==> config.mk <==
export PLATFORM = sky130hd
export DESIGN_NAME = bus_ref_monitor
export DESIGN_NICKNAME = d
export VERILOG_FILES = /design/src/rtl/brm_pkg.sv /design/src/rtl/brm_range_decode.sv /design/src/rtl/brm_arbiter.sv /design/src/rtl/brm_policy.sv /design/src/rtl/bus_ref_monitor.sv
export SDC_FILE = /design/constraint.sdc
export NUM_CORES = 1
export LEC_CHECK = 0
export ABC_CLOCK_PERIOD_IN_PS = 3700
export BUFFER_PORTS_ARGS = -buffer_cell sky130_fd_sc_hd__buf_2
export CAP_MARGIN = 5
export CORE_MARGIN = 3
export CORE_UTILIZATION = 40
export CTS_CLUSTER_SIZE = 12
export DETAILED_ROUTE_END_ITERATION = 12
export GPL_ROUTABILITY_DRIVEN = 0
export GPL_TIMING_DRIVEN = 0
export MAX_ROUTING_LAYER = met4
export PLACE_DENSITY = 0.64
export SYNTH_ARGS = -nofsm -noshare
export SYNTH_HDL_FRONTEND = slang
export SYNTH_SLANG_ARGS = --single-unit
==> constraint.sdc <==
create_clock -name clk -period 3.7 [get_ports clk]
set_clock_uncertainty 0.15 [all_clocks]
set_input_delay 1.11 -clock clk [delete_from_list [all_inputs] [get_ports clk]]
set_output_delay 1.11 -clock clk [all_outputs]
set_load 0.02 [all_outputs]
==> src/rtl/brm_pkg.sv <==
package brm_pkg;

    localparam int ADDR_W     = 32;
    localparam int NUM_RANGES = 10;
    localparam int NUM_MST    = 2;

    // window indices
    localparam int WIN_DEBUG  = 0;
    localparam int WIN_CRYPTO = 1;
    localparam int WIN_SPARE  = 2;
    localparam int WIN_MEM_A  = 3;
    localparam int WIN_MEM_B  = 4;
    localparam int WIN_UART   = 5;
    localparam int WIN_NET    = 6;
    localparam int WIN_TAKE   = 7;
    localparam int WIN_GIVE   = 8;
    localparam int WIN_CTRL   = 9;

    typedef enum logic [1:0] {
        ST_BASE   = 2'd0,
        ST_M1_OWN = 2'd1,
        ST_M2_OWN = 2'd2,
        ST_LOCKED = 2'd3
    } pol_state_e;

    function automatic logic [ADDR_W-1:0] win_lo(input int idx);
        case (idx)
            WIN_DEBUG:  win_lo = 32'h4140_0000;
            WIN_CRYPTO: win_lo = 32'h2800_0000;
            WIN_SPARE:  win_lo = 32'h2800_0800;
            WIN_MEM_A:  win_lo = 32'h2400_0000;
            WIN_MEM_B:  win_lo = 32'h2480_0000;
            WIN_UART:   win_lo = 32'h4060_0000;
            WIN_NET:    win_lo = 32'h40C0_0000;
            WIN_TAKE:   win_lo = 32'h2800_0004;
            WIN_GIVE:   win_lo = 32'h2800_0008;
            default:    win_lo = 32'h2800_0000;
        endcase
    endfunction

    function automatic logic [ADDR_W-1:0] win_hi(input int idx);
        case (idx)
            WIN_DEBUG:  win_hi = 32'h4140_FFFF;
            WIN_CRYPTO: win_hi = 32'h2800_0777;
            WIN_SPARE:  win_hi = 32'h2800_0FFF;
            WIN_MEM_A:  win_hi = 32'h2477_7777;
            WIN_MEM_B:  win_hi = 32'h24FF_FFFF;
            WIN_UART:   win_hi = 32'h4060_FFFF;
            WIN_NET:    win_hi = 32'h40C0_FFFF;
            WIN_TAKE:   win_hi = 32'h2800_0007;
            WIN_GIVE:   win_hi = 32'h2800_000F;
            default:    win_hi = 32'h2800_0003;
        endcase
    endfunction

endpackage

==> src/rtl/brm_range_decode.sv <==
module brm_range_decode
    import brm_pkg::*;
#(
    parameter int AW = ADDR_W,
    parameter int NR = NUM_RANGES
) (
    input  logic [AW-1:0] addr,
    output logic [NR-1:0] hit
);

    for (genvar g = 0; g < NR; g++) begin : g_win
        localparam logic [AW-1:0] LO = AW'(win_lo(g));
        localparam logic [AW-1:0] HI = AW'(win_hi(g));
        assign hit[g] = (addr >= LO) && (addr <= HI);
    end

endmodule

==> src/rtl/brm_arbiter.sv <==
module brm_arbiter
    import brm_pkg::*;
#(
    parameter int NM = NUM_MST
) (
    input  logic          clk,
    input  logic          rst_n,
    input  logic [NM-1:0] req,
    input  logic          last_q,
    output logic [NM-1:0] ready,
    output logic          sel
);

    always_comb begin
        if (req[0] && req[1]) begin
            sel = ~last_q;
        end else begin
            sel = req[1];
        end
        ready      = '0;
        ready[sel] = req[sel];
    end

    AST_ONE_READY: assert property (@(posedge clk) disable iff (!rst_n)
        $onehot0(ready));
    AST_TIE_TO_M2: assert property (@(posedge clk) disable iff (!rst_n)
        (req[0] && req[1] && !last_q) |-> ready[1]);
    AST_LONE_SERVED: assert property (@(posedge clk) disable iff (!rst_n)
        (req[0] && !req[1]) |-> ready[0]);

endmodule

==> src/rtl/brm_policy.sv <==
module brm_policy
    import brm_pkg::*;
#(
    parameter int NR = NUM_RANGES
) (
    input  pol_state_e    state,
    input  logic          who,
    input  logic          we,
    input  logic [NR-1:0] hit,
    output logic          allow,
    output pol_state_e    state_nxt
);

    logic event_wr;
    logic is_owner;
    logic open_hit;

    assign event_wr = we && (hit[WIN_TAKE] || hit[WIN_GIVE]);
    assign is_owner = (state == ST_M1_OWN && !who) || (state == ST_M2_OWN && who);
    assign open_hit = hit[WIN_DEBUG]
                    || (!who && (hit[WIN_UART] || hit[WIN_MEM_A]))
                    || ( who && (hit[WIN_NET]  || hit[WIN_MEM_B]));

    always_comb begin
        allow     = 1'b0;
        state_nxt = state;
        if (state == ST_LOCKED) begin
            allow = 1'b0;
        end else if (event_wr) begin
            if (state == ST_BASE && hit[WIN_TAKE]) begin
                allow     = 1'b1;
                state_nxt = who ? ST_M2_OWN : ST_M1_OWN;
            end else if (is_owner && hit[WIN_GIVE]) begin
                allow     = 1'b1;
                state_nxt = ST_BASE;
            end else begin
                state_nxt = ST_LOCKED;
            end
        end else begin
            allow = open_hit
                 || (is_owner && (hit[WIN_CTRL] || hit[WIN_CRYPTO]));
        end
    end

endmodule

==> src/rtl/bus_ref_monitor.sv <==
module bus_ref_monitor
    import brm_pkg::*;
#(
    parameter int AW = ADDR_W
) (
    input  logic          clk,
    input  logic          rst_n,
    input  logic          m1_req,
    input  logic [AW-1:0] m1_addr,
    input  logic          m1_we,
    output logic          m1_ready,
    input  logic          m2_req,
    input  logic [AW-1:0] m2_addr,
    input  logic          m2_we,
    output logic          m2_ready,
    output logic          m1_grant,
    output logic          m1_err,
    output logic          m2_grant,
    output logic          m2_err,
    output logic          bus_valid,
    output logic [AW-1:0] bus_addr,
    output logic          bus_we,
    output logic          bus_master,
    output logic [1:0]    policy_state
);

    typedef struct packed {
        pol_state_e          state;
        logic                last;
        logic                bvalid;
        logic [AW-1:0]       baddr;
        logic                bwe;
        logic                bmst;
        logic [NUM_MST-1:0]  grant;
        logic [NUM_MST-1:0]  err;
    } regs_t;

    regs_t r_d, r_q;

    logic [NUM_MST-1:0]    ready;
    logic                  sel;
    logic [AW-1:0]         sel_addr;
    logic                  sel_we;
    logic [NUM_RANGES-1:0] hit;
    logic                  allow;
    pol_state_e            state_nxt;

    brm_arbiter #(.NM(NUM_MST)) u_arb (
        .clk    (clk),
        .rst_n  (rst_n),
        .req    ({m2_req, m1_req}),
        .last_q (r_q.last),
        .ready  (ready),
        .sel    (sel)
    );

    assign sel_addr = sel ? m2_addr : m1_addr;
    assign sel_we   = sel ? m2_we   : m1_we;

    brm_range_decode #(.AW(AW), .NR(NUM_RANGES)) u_dec (
        .addr (sel_addr),
        .hit  (hit)
    );

    brm_policy #(.NR(NUM_RANGES)) u_pol (
        .state     (r_q.state),
        .who       (sel),
        .we        (sel_we),
        .hit       (hit),
        .allow     (allow),
        .state_nxt (state_nxt)
    );

    always_comb begin
        r_d        = r_q;
        r_d.bvalid = 1'b0;
        r_d.grant  = '0;
        r_d.err    = '0;
        if (|ready) begin
            r_d.last  = sel;
            r_d.state = state_nxt;
            if (allow) begin
                r_d.bvalid     = 1'b1;
                r_d.baddr      = sel_addr;
                r_d.bwe        = sel_we;
                r_d.bmst       = sel;
                r_d.grant[sel] = 1'b1;
            end else begin
                r_d.err[sel]   = 1'b1;
            end
        end
    end

    always_ff @(posedge clk) begin
        if (!rst_n) begin
            r_q        <= '0;
            r_q.state  <= ST_BASE;
            r_q.last   <= 1'b1;
        end else begin
            r_q        <= r_d;
        end
    end

    assign m1_ready     = ready[0];
    assign m2_ready     = ready[1];
    assign m1_grant     = r_q.grant[0];
    assign m2_grant     = r_q.grant[1];
    assign m1_err       = r_q.err[0];
    assign m2_err       = r_q.err[1];
    assign bus_valid    = r_q.bvalid;
    assign bus_addr     = r_q.baddr;
    assign bus_we       = r_q.bwe;
    assign bus_master   = r_q.bmst;
    assign policy_state = r_q.state;

    AST_ONE_CYCLE_RESULT: assert property (@(posedge clk) disable iff (!rst_n)
        (m1_ready || m2_ready) |=> ((m1_grant || m1_err) != (m2_grant || m2_err)));
    AST_NO_IDLE_RESULT: assert property (@(posedge clk) disable iff (!rst_n)
        !(m1_ready || m2_ready) |=> !(m1_grant || m1_err || m2_grant || m2_err));
    AST_LOCK_STICKY: assert property (@(posedge clk) disable iff (!rst_n)
        (policy_state == 2'd3) |=> (policy_state == 2'd3));
    AST_LOCKED_REFUSES: assert property (@(posedge clk) disable iff (!rst_n)
        (policy_state == 2'd3 && (m1_ready || m2_ready)) |=> !bus_valid);
    AST_REFUSE_KEEPS_STATE: assert property (@(posedge clk) disable iff (!rst_n)
        ((m1_err || m2_err) && policy_state != 2'd3) |-> $stable(policy_state));
    AST_FWD_OWNER: assert property (@(posedge clk) disable iff (!rst_n)
        bus_valid |-> (bus_master ? m2_grant : m1_grant));

endmodule

==> impl_metrics.json, run 1 <==
{
  "status": "finished clean",
  "synthMostInstantiatedCell": "dfxtp_1",
  "synth_area_leaders": "dfxtp_1 (29%), mux2i_1 (10%), and3_1 (7.0%), nor3_2 (6.6%), a21oi_1 (5.9%)",
  "syn_nets": 419,
  "detail_route.first_pass.iterations": 6,
  "grt.overflow.total": 0,
  "cp.buffers_inverters": 3,
  "cts_tree": "yes",
  "p_total_w": 0.0009849,
  "grt_pass1_vias": 3050,
  "antenna_cells": 0,
  "nets": 538,
  "async_reset_ff_share_pct": 0,
  "num_vias": 3300,
  "placed_area_um2": 3557,
  "cts_root_buf": "clkbuf_8",
  "die-area_um2": 8245,
  "drtIter0Drc": 338,
  "worst_ep_arrival_time_ns": 3.55,
  "reg2reg_slack_ns": 0.75,
  "syn_to_final_growth_pct": 28.75,
  "grt_max_degree": 14,
  "final_area_um2": 3704,
  "p_per_area_nw_per_um2": 265.9,
  "ys_types": 57,
  "slowest_delay_ns": 0.54,
  "cap_violations": 0,
  "slew_headroom_pct": 47.81,
  "synth_common_cells": "dfxtp_1 (42), a21oi_1 (34), and3_1 (32), mux2i_1 (29), nand2_1 (25)",
  "worstReg2RegEnd": "bus_addr[21]",
  "hold_path.class": "flop to flop",
  "dp_hpwl_um": 8067,
  "whs_ns": 0.3186,
  "crit_required_ns": 3.71,
  "die_h_um": 90.80,
  "min_period_ns": 3.537,
  "crit_slowest_cell": "or4_4",
  "seq_area_um2": 840.8,
  "crit_chain": "buf_2 -> or4_4 -> or4b_4 -> a22oi_2 -> o211ai_2 -> nand4_2 -> and2_4 -> buf_12 -> buf_2 -> and3_1 -> nor3_2",
  "period_share_pct": 95.60,
  "worstHoldPathCells": 2,
  "rsz0062_at_grt": "no",
  "setup_viol": 0,
  "rows": 30,
  "routed_wl_um": 10060,
  "grt_util_all_layers_pct": 24.11,
  "drc": 0,
  "p_leak_nw": 1.724,
  "cts_buffer_depth": 2,
  "final_max_slew_viol_count": 0,
  "synth_edf_count": 0,
  "yosysTopAreaCellShare_pct": 29.23,
  "post-route-util_pct": 53.92,
  "crit_fanout": 10,
  "worst_path_most_repeated_cell": "buf_2",
  "ys_seq_elements": 42,
  "h-tree-depth": 2,
  "io_pins": 113,
  "synth.yosys.seq_area_share_pct": 29.23,
  "drtAntennaViolNets": 0,
  "synth_ff_type": "dfxtp_1",
  "multi_input_area_um2": 1887,
  "syn_area_um2": 2877,
  "r2r-start": "r_q[39]",
  "reg2reg_depth": 12,
  "io_buffers": 112,
  "die_w_um": 90.80,
  "finalHoldViolations": 0,
  "fillCellCount": 709,
  "routed_via_density": 5.841,
  "start_kind": "primary input",
  "syn_inst": 349,
  "hold_end": "bus_addr[30]",
  "numClockSinks": 42,
  "grt_pass1_wl_um": 15580,
  "hold_buffers": 0,
  "wl_per_cell_um": 17.80,
  "synth.avg_cell_area_um2": 8.242,
  "setup_tns_ns": 0,
  "worstSetupPathType": "primary input to flop",
  "cts_buffers": 5,
  "start_util_pct": 41.88,
  "design.core.area_um2": 6869,
  "min_from": "bus_addr[30]",
  "drive_above_1_share_pct": 36.89,
  "yosys_warnings": 0,
  "vdd_ir_drop_max_mv": 0.1196,
  "grt_antenna_before_repair": 0,
  "worstMarginPinSlew_ns": 0.7828,
  "path_clk_slew_ns": 0.09,
  "max_freq_mhz": 282.7,
  "crit_family": "simple AND/OR/NAND/NOR gates",
  "clock_latency_ns": 0.30,
  "cp-end-kind": "flop",
  "synth_top_area_cell": "dfxtp_1"
}
[tightest hold or removal path: stages (launching register included)]
cell and delay [ns]:
dfxtp_1 0.32, nand2_1 0.05, mux2i_1 0.06
[cell usage in the layout, fill, tap and decap left out, types with 2 or more instances in the layout]
cell type and n:
a211o_1 2, a211oi_1 2, a21boi_0 2, a21oi_1 34, a22oi_1 2, a31oi_1 2, and2_1 2, and3_1 32
buf_12 2, buf_2 115, buf_4 4, buf_6 5, clkbuf_1 6, clkbuf_2 2, clkbuf_8 6, dfxtp_1 42
inv_1 5, mux2_2 2, mux2i_1 28, nand2_1 25, nand3_1 14, nand3b_1 3, nand4_1 8, nand4b_1 7
nor2_1 21, nor3_1 17, nor3_2 19, nor4_1 8, o2111ai_1 2, o21ai_0 8, o22ai_1 2, or2_2 2
or3_1 3, or4_1 5
[power breakdown]
part / leakage, nW / switching [W] / internal, W
registers: 0.339 / 0.00000136 / 0.000454
clock network: 0.0472 / 0.000168 / 0.000150
logic: 1.34 / 0.000129 / 0.0000823
total: 1.72 / 0.000298 / 0.000687
[layer usage]
layer	vias to the layer above	track usage, %	part of all wire (%)	routed length, um
met4	0	7.286	2.1	210
li1	1558	-	-	-
met3	24	3.250	8.4	842
met1	1541	31.71	44	4398
met5	-	-	0	0
met2	177	38.60	46	4607
[stage by stage]
step           std cells  worst slack [ns]
2_1_floorplan        349            0.2402
3_3_place_gp         557           -0.2363
3_5_place_dp         557           -0.2957
4_1_cts              565           0.03417
5_1_grt              565           0.03262
6_report             565            0.1629
[registers in the layout (all words and copies together), names as in the netlist]
register	count
bus_addr	32
policy_state	2
bus_master	1
bus_valid	1
bus_we	1
m1_err	1
m1_grant	1
m2_err	1
m2_grant	1
r_q	1
[worst max path at each step]
stage | to | slack [ns] | startpoint | depth (start not counted)
finish | bus_addr[23] | 0.16 | m1_addr[24] | 11
global route | bus_addr[3] | 0.03 | m2_req | 13
floorplan | bus_master | 0.24 | m1_addr[24] | 9
global placement | bus_addr[16] | -0.24 | m2_req | 9
CTS | bus_addr[16] | 0.03 | m2_addr[24] | 11
detailed placement | bus_addr[16] | -0.30 | m2_addr[24] | 11
[layout make-up]
cell class                      count  share of cell area (%)
Multi-Input combinational cell    278                   50.95
Sequential cell                    42                   22.70
Timing Repair Buffer              112                   15.14
Buffer                             23                   4.797
Tap cell                           96                   3.243
Clock buffer                        6                   2.230
Inverter                            6                  0.6081
Clock inverter                      2                  0.3378
[cells by family (layout without fill, tap and decap cells)]
kind of cell	after synthesis	in the layout	synth area share [%]
AND/OR/NAND/NOR	177	177	37.84
multiplexers	31	31	10.87
flip-flops	42	42	29.23
buffers and inverters	29	149	6.568
XOR/XNOR	1	1	0.3045
AO/OA/AOI/OAI	69	69	15.18
[timing repair]
item                       4_1_cts  5_1_grt
setup endpoints to repair        0       37
gates resized for setup          0       15
setup buffers                    0        0
Note: power is estimated with default switching activity, not from simulation.
==> run 2: changes to the inputs <==
- CELL_PAD_IN_SITES_DETAIL_PLACEMENT: unset -> 1
- CELL_PAD_IN_SITES_GLOBAL_PLACEMENT: unset -> 2
- CORE_UTILIZATION: 40 -> 27
- PLACE_DENSITY: 0.64 -> 0.76
==> run 2 against run 1 <==
Against the previous run:
- total power fell by 2.5%
- worst hold slack worse by 0.0038 ns
- critical path depth did not move
- global-route usage is 4.2 points lower
- final cell count grew 6.9%
- sequential share of layout area decreased by 0.24 points
- critical endpoint unchanged
- first-iteration DRC count down 62%
- worst setup slack got worse by 0.077 ns
==> impl_metrics.json, run 2 (synthesized netlist as in run 1, its figures left out) <==
{
  "numClockSinks": 42,
  "antenna_cells": 0,
  "start_util_pct": 27.86,
  "grt_pass1_wl_um": 17570,
  "reg2reg_depth": 12,
  "cap_violations": 0,
  "design.core.area_um2": 10320,
  "cp-end-kind": "flop",
  "crit_required_ns": 3.71,
  "grt_pass1_vias": 3150,
  "max_freq_mhz": 276.7,
  "drc": 0,
  "slew_headroom_pct": 51.28,
  "drtIter0Drc": 129,
  "io_pins": 113,
  "largest_register_ffs": 32,
  "die_w_um": 109.2,
  "post-route-util_pct": 36.25,
  "clock_latency_ns": 0.29,
  "p_leak_nw": 1.726,
  "status": "finished clean",
  "io_buffers": 112,
  "nets": 538,
  "rsz0062_at_grt": "no",
  "r2r-start": "r_q[39]",
  "min_period_ns": 3.614,
  "die_h_um": 109.2,
  "whs_ns": 0.3149,
  "routed_wl_um": 11680,
  "crit_fanout": 10,
  "drive_above_1_share_pct": 37.61,
  "die-area_um2": 11930,
  "num_vias": 3164,
  "cts_root_buf": "clkbuf_8",
  "final_max_slew_viol_count": 0,
  "dp_hpwl_um": 9743,
  "postCtsSetupRepairBufs": 0,
  "drtAntennaViolNets": 0,
  "worstHoldPathCells": 2,
  "p_per_area_nw_per_um2": 256.5,
  "fillCellCount": 1292,
  "rows": 37,
  "hold_path.class": "flop to flop",
  "final_common_cell": "buf_2",
  "path_clk_slew_ns": 0.08,
  "syn_to_final_growth_pct": 30.10,
  "grt_antenna_before_repair": 0,
  "worstMarginPinSlew_ns": 0.7242,
  "endpoint": "bus_addr[23]",
  "routed_via_density": 5.238,
  "cts_buffer_depth": 2,
  "cts_resized": 7,
  "worstSetupPathType": "primary input to flop",
  "period_share_pct": 97.66,
  "worst_ep_arrival_time_ns": 3.62,
  "crit_start": "m1_addr[24]",
  "setup_viol": 0,
  "start_kind": "primary input",
  "h-tree-depth": 2,
  "grt.overflow.total": 0,
  "layout_common_cells": "buf_2 (116), dfxtp_1 (42), a21oi_1 (34)",
  "worstReg2RegEnd": "bus_master",
  "finalHoldViolations": 0,
  "hold_buffers": 0,
  "grt_max_degree": 13,
  "wl_per_cell_um": 19.33,
  "grt_util_all_layers_pct": 19.91,
  "cts_buffers": 5,
  "reg2reg_slack_ns": 0.76,
  "setup_tns_ns": 0,
  "vdd_ir_drop_max_mv": 0.1013,
  "cts_tree": "yes",
  "detail_route.first_pass.iterations": 4
}
[run 2: changes by cell type in the layout (fill, tap and decap cells not counted), sizes merged]
cell | previous run | this run
clkbuf | 14 | 13
clkinv | 1 | 2
clkinvlp | 1 | 0
[run 2: stage by stage]
stage	area, um^2	total power, W	setup WS (ns)	instances
6_report	3742	0.0009600	0.08640	604
2_1_floorplan	2877	0.0005684	0.2402	349
3_3_place_gp	3607	0.0006750	-0.4409	597
5_1_grt	3742	0.001008	0.02533	604
3_5_place_dp	3607	0.0006780	-0.4405	597
4_1_cts	3705	0.0009672	0.01792	604
[run 2: final cells by class]
type	count	area (um^2)	area share (%)
Tap cell	136	170.2	4.547
Sequential cell	42	840.8	22.47
Clock buffer	5	68.82	1.839
Clock inverter	2	10.01	0.2675
Multi-Input combinational cell	278	1884	50.35
Buffer	23	185.2	4.948
Inverter	6	22.52	0.6018
Timing Repair Buffer	112	560.5	14.98
[run 2: worst min path at each step]
stage / end / slack (ns) / startpoint
2_1_floorplan: r_q[39] / 0.35 / r_q[39]
3_3_place_gp: bus_addr[30] / 0.30 / bus_addr[30]
3_5_place_dp: bus_addr[11] / 0.31 / bus_addr[11]
4_1_cts: bus_addr[11] / 0.32 / bus_addr[11]
5_1_grt: bus_addr[11] / 0.35 / bus_addr[11]
6_report: bus_addr[11] / 0.31 / bus_addr[11]
[run 2: per-layer routing]
layer | vias up | track usage (%) | share of wire [%] | wire [um]
met1 | 1488 | 27.44 | 48 | 5629
met5 | - | - | 0 | 0
met3 | 13 | 2.191 | 5.2 | 612
met4 | 0 | 4.363 | 1.2 | 136
met2 | 101 | 31.49 | 45 | 5295
li1 | 1562 | - | - | -
[run 2: where the power goes]
group / total, W / internal, W / switching [W]
logic: 0.000220 / 0.0000830 / 0.000137
clock network: 0.000285 / 0.000127 / 0.000158
registers: 0.000455 / 0.000454 / 0.00000136
[run 2: critical path, stage by stage]
cell and delay, ns:
buf_2 0.12, or4_4 0.55, or4b_4 0.51, a22oi_2 0.25
o211ai_2 0.15, nand4_2 0.14, and2_4 0.18, buf_12 0.14
buf_2 0.18, and3_1 0.23, nor3_2 0.05
